`config.mk`:
```
export PLATFORM = sky130hd
export DESIGN_NAME = biphase_level_rx
export DESIGN_NICKNAME = d
export VERILOG_FILES = /design/src/rtl/bpl_pkg.sv /design/src/rtl/bpl_edge.sv /design/src/rtl/bpl_timer.sv /design/src/rtl/biphase_level_rx.sv
export SDC_FILE = /design/constraint.sdc
export NUM_CORES = 1
export LEC_CHECK = 0
export BUFFER_PORTS_ARGS = -buffer_cell sky130_fd_sc_hd__buf_2
export CAP_MARGIN = 20
export CORE_AREA = 10 10 47 49
export CTS_BUF_LIST = sky130_fd_sc_hd__clkbuf_2
export CTS_CLUSTER_SIZE = 28
export DETAILED_ROUTE_END_ITERATION = 8
export DIE_AREA = 0 0 57 59
export PLACE_DENSITY = 0.62
export SLEW_MARGIN = 40
export SYNTH_ARGS = -nofsm -noshare
export SYNTH_HDL_FRONTEND = slang
export SYNTH_SLANG_ARGS = --single-unit
```
`constraint.sdc`:
```
create_clock -name clk -period 1.4 [get_ports clk]
set_input_delay 0.07 -clock clk [delete_from_list [all_inputs] [get_ports clk]]
set_output_delay 0.07 -clock clk [all_outputs]
set_load 0.1 [all_outputs]
```
`src/rtl/bpl_pkg.sv`:
```
package bpl_pkg;
  typedef enum logic {HUNT = 1'b0, LOCK = 1'b1} rx_state_e;

  // dead time after an accepted centre transition
  function automatic int blank_clks(input int n);
    return (n * 3) / 4;
  endfunction

  // longest wait for the next centre transition
  function automatic int limit_clks(input int n);
    return (n * 5) / 4;
  endfunction

  // level after the transition -> data bit
  function automatic logic bit_from_level(input logic level, input bit rise_one);
    return rise_one ? level : ~level;
  endfunction
endpackage

```
`src/rtl/bpl_edge.sv`:
```
module bpl_edge (
  input  logic clk,
  input  logic rst_n,
  input  logic line_i,
  output logic edge_o
);
  logic armed;
  logic line_q;

  always_ff @(posedge clk) begin
    if (!rst_n) begin
      armed  <= 1'b0;
      line_q <= 1'b0;
    end else begin
      armed  <= 1'b1;
      line_q <= line_i;
    end
  end

  assign edge_o = armed && (line_i != line_q);
endmodule

```
`src/rtl/bpl_timer.sv`:
```
module bpl_timer #(
  parameter int CLKS_PER_BIT = 16
) (
  input  logic clk,
  input  logic rst_n,
  input  logic restart_i,
  output logic open_o,
  output logic expired_o
);
  import bpl_pkg::*;
  localparam int BLANK = blank_clks(CLKS_PER_BIT);
  localparam int LIMIT = limit_clks(CLKS_PER_BIT);
  localparam int CW    = $clog2(LIMIT + 2);
  localparam logic [CW-1:0] BLANK_C = CW'(BLANK);
  localparam logic [CW-1:0] LIMIT_C = CW'(LIMIT);

  logic [CW-1:0] cnt;

  always_ff @(posedge clk) begin
    if (!rst_n)            cnt <= '0;
    else if (restart_i)    cnt <= CW'(1);
    else if (cnt < LIMIT_C) cnt <= cnt + CW'(1);
  end

  assign open_o    = (cnt >= BLANK_C);
  assign expired_o = (cnt >= LIMIT_C);
endmodule

```
`src/rtl/biphase_level_rx.sv`:
```
module biphase_level_rx #(
  parameter int CLKS_PER_BIT = 16,
  parameter bit RISE_IS_ONE  = 1'b1
) (
  input  logic clk,
  input  logic rst_n,
  input  logic line_i,
  output logic bit_o,
  output logic valid_o,
  output logic err_o
);
  import bpl_pkg::*;

  rx_state_e state;
  logic      line_edge;
  logic      win_open;
  logic      win_expired;
  logic      accept;
  logic      timeout;

  bpl_edge u_edge (
    .clk    (clk),
    .rst_n  (rst_n),
    .line_i (line_i),
    .edge_o (line_edge)
  );

  bpl_timer #(.CLKS_PER_BIT(CLKS_PER_BIT)) u_timer (
    .clk       (clk),
    .rst_n     (rst_n),
    .restart_i (accept),
    .open_o    (win_open),
    .expired_o (win_expired)
  );

  assign accept  = line_edge && ((state == HUNT) || win_open);
  assign timeout = (state == LOCK) && !line_edge && win_expired;

  always_ff @(posedge clk) begin
    if (!rst_n) begin
      state   <= HUNT;
      bit_o   <= 1'b0;
      valid_o <= 1'b0;
      err_o   <= 1'b0;
    end else begin
      valid_o <= accept;
      err_o   <= timeout;
      if (accept) begin
        bit_o <= bit_from_level(line_i, RISE_IS_ONE);
        state <= LOCK;
      end else if (timeout) begin
        state <= HUNT;
      end
    end
  end
endmodule

```
==> qor.yml <==
yosys.area_share.xor_xnor_pct: 5.526
synth_compound_area_share_pct: 12.37
start_util_pct: 33.93
cts.reportedPaths.clkPinSlew_ns: 0.10
critPathKind: "flop to flop"
static-leakage-power_nw: 0.2316
setup_tns_ns: 0
netlist.area_leader.share_pct: 46.32
io_pins: 6
holdBufCountCts: 0
synth_top_family_by_area: "simple AND/OR/NAND/NOR gates"
routed_wl_um: 707
port-buffer-count: 5
htreeDepth: 1
nets_final: 57
post_cts_resize_count: 0
tritoncts.num_buffers: 3
placementRows: 14
gpl.final_weighted_congestion: 0.6709
design.core.area_um2: 1401
cts-root-to-sink-buffers: 2
timing.fmax_mhz: 830.5
netlist_area_um2: 475.5
post-route-drc-count: 0
timing.max_slew.rel_slack_pct: 67.81
synth.distinct_cells: 22
synth.largest_area_cell: "sky130_fd_sc_hd__dfxtp_1"
clockPowerShare_pct: 28.7
postSynthCellCount: 43
first_pass_grt_wire_length_um: 1262
yosysSeqAreaShare_pct: 46.32
seq_power_share_pct: 56.9
setup_violations: 0
critical_path_arrival_ns: 1.37
grt.total_usage_pct: 4.717
drt.antenna.violating_nets: 0
grt_setup_unrepaired: "false"
tightest_slew_ns: 0.4862
final_common_cell: "sky130_fd_sc_hd__dfxtp_1"
clock-skew-final_ns: 0.001985
holdCritPathClass: "primary input to flop"
timing.max_cap.violations: 0
drtIter0Drc: 2
synth_simple_gate_area_share_pct: 22.37
layout_worst_path_cycle_share_pct: 86.00
cp-start-kind: "flop"
max-vdd-ir-drop_uv: 463.3
cts_root_buffer: "sky130_fd_sc_hd__clkbuf_2"
synth.area.mux_share_pct: 4.211
power.share.switching_pct: 27.12
power-per-cell-area_nw_per_um2: 1116
drt-wirelength-per-cell_um: 10.55
drtPass1Iterations: 2
clk-insertion-delay-late_ns: 0.24
required_ns: 1.57
tritoncts: "yes"
chipWidth_um: 57
post_synth_fa_ha_maj_area_fraction_pct: 5.263
route.detailed.vias_per_inst: 4.478
antenna_cells: 0
yosys_warnings: 0
grt_max_degree: 12
detailroute.via_count: 300
post-cts-setup-buffer-count: 0
layout.core_utilization_pct: 38.30
time_the_final_worst_path_needs_with_i_o_delays_and_setup_ns: 1.204
first_global_vias: 305
place.detailed.hpwl_um: 543.5
yosys_register_bits: 11
globalRoute.totalOverflow: 0
layout.cells.most_common_list: "11 x sky130_fd_sc_hd__dfxtp_1, 5 x sky130_fd_sc_hd__buf_2, 4 x sky130_fd_sc_hd__inv_1, 4 x sky130_fd_sc_hd__nand2_1, 4 x sky130_fd_sc_hd__clkbuf_2"
drv_slew: 0
synth.net_count: 48
antenna_found_initial: 0
biggest_fanout_along_the_worst_timing_path: 7
fillerInstances: 150
design.die.area_um2: 3363
die_h_um: 59
numClockSinks: 11
internal_power_mw: 0.4367
layout-drive-gt1-share_pct: 27.45
synth.avg_cell_area_um2: 11.06
hold_violations: 0
netSwitchingPower_mw: 0.1625
run_status: "finished clean"
netlist_top_cells_area: "sky130_fd_sc_hd__dfxtp_1 46%, sky130_fd_sc_hd__ha_1 5.3%, sky130_fd_sc_hd__nor4b_4 5.0%, sky130_fd_sc_hd__o311a_4 4.5%, sky130_fd_sc_hd__mux2i_1 4.2%"
power.share.combinational_pct: 14.4
layout-area-overhead-vs-synth_pct: 12.89
endpoint_kind: "flop"
-- cell families after synthesis --
kind of cell | count (synthesis)
compound gates | 7
buf+inv | 5
mux | 2
flops | 11
xor+xnor | 3
fa+ha+maj | 2
simple gates | 13
-- area by class of cell --
| type | count | area (um2) | share of cell area [%] |
|---|---|---|---|
| inverter | 4 | 15.01 | 2.797 |
| clock buffer | 4 | 20.02 | 3.730 |
| tap | 16 | 20.02 | 3.730 |
| sequential | 11 | 220.2 | 41.03 |
| timing repair buffer | 5 | 25.02 | 4.662 |
| multi-input combinational | 27 | 236.5 | 44.06 |
-- registers in the layout, summed over array words and instances (netlist names) --
register       flops
u_timer.cnt        5
valid_o            1
err_o              1
state              1
u_edge.line_q      1
u_edge.armed       1
bit_o              1
-- cell usage after synthesis (all sizes together) --
| library cell | instances |
|---|---|
| o21a | 1 |
| mux2i | 2 |
| nor3b | 3 |
| a21oi | 2 |
| clkbuf | 1 |
| o311a | 1 |
| xnor2 | 1 |
| and2 | 2 |
| dfxtp | 11 |
| a211oi | 1 |
| nand4b | 1 |
| o21ai | 1 |
| ha | 2 |
| a22oi | 1 |
| xor2 | 2 |
| inv | 4 |
| and3b | 1 |
| nor4b | 1 |
| nor2b | 1 |
| nand2 | 4 |
-- layer usage --
| layer | global-route usage (%) | vias up | wire length (um) |
|---|---|---|---|
| met1 | 5.364 | 130 | 381 |
| met2 | 6.512 | 6 | 288 |
| met4 | 3.020 | 0 | 0 |
| li1 | - | 164 | - |
| met3 | 2.790 | 0 | 37 |
| met5 | 0 | - | 0 |
-- through the flow --
stage | setup slack [ns] | cells | hold WS [ns] | cell area, um2 | total power, mW
finish | 0.1960 | 67 | 0.04176 | 536.8 | 0.5992
global route | 0.1284 | 67 | 0.02069 | 536.8 | 0.6341
CTS | 0.1910 | 67 | 0.02410 | 536.8 | 0.6156
detailed placement | 0.2145 | 63 | 0.3021 | 516.7 | 0.4359
global placement | 0.2305 | 63 | 0.3065 | 516.7 | 0.4351
floorplan | 0.1780 | 43 | 0.09772 | 475.5 | 0.4200
-- power groups by stage --
| stage | combinational [mW] | clock [mW] | sequential [mW] |
|---|---|---|---|
| global route | 0.0956 | 0.195 | 0.344 |
| floorplan | 0.0496 | 0 | 0.370 |
| CTS | 0.0875 | 0.187 | 0.342 |
| global placement | 0.0864 | 0 | 0.349 |
| detailed placement | 0.0872 | 0 | 0.349 |
| finish | 0.0860 | 0.172 | 0.341 |
-- final timing paths --
path                                      from              to  slack (ns)  depth (start not counted)
worst min-delay path                     rst_n    u_edge.armed        0.04                          1
worst max-delay path            u_timer.cnt[3]  u_timer.cnt[2]        0.20                          3
worst max register to register  u_timer.cnt[3]  u_timer.cnt[2]        0.20                          3
worst min register to register           state           err_o        0.47                          2
-- worst max-delay path, cell delays in order (launching register included) --
cell and delay (ns):
sky130_fd_sc_hd__dfxtp_1 0.35, sky130_fd_sc_hd__and2_4 0.17, sky130_fd_sc_hd__o311a_4 0.35, sky130_fd_sc_hd__nor4b_4 0.26
(Power assumes the default switching activity.)
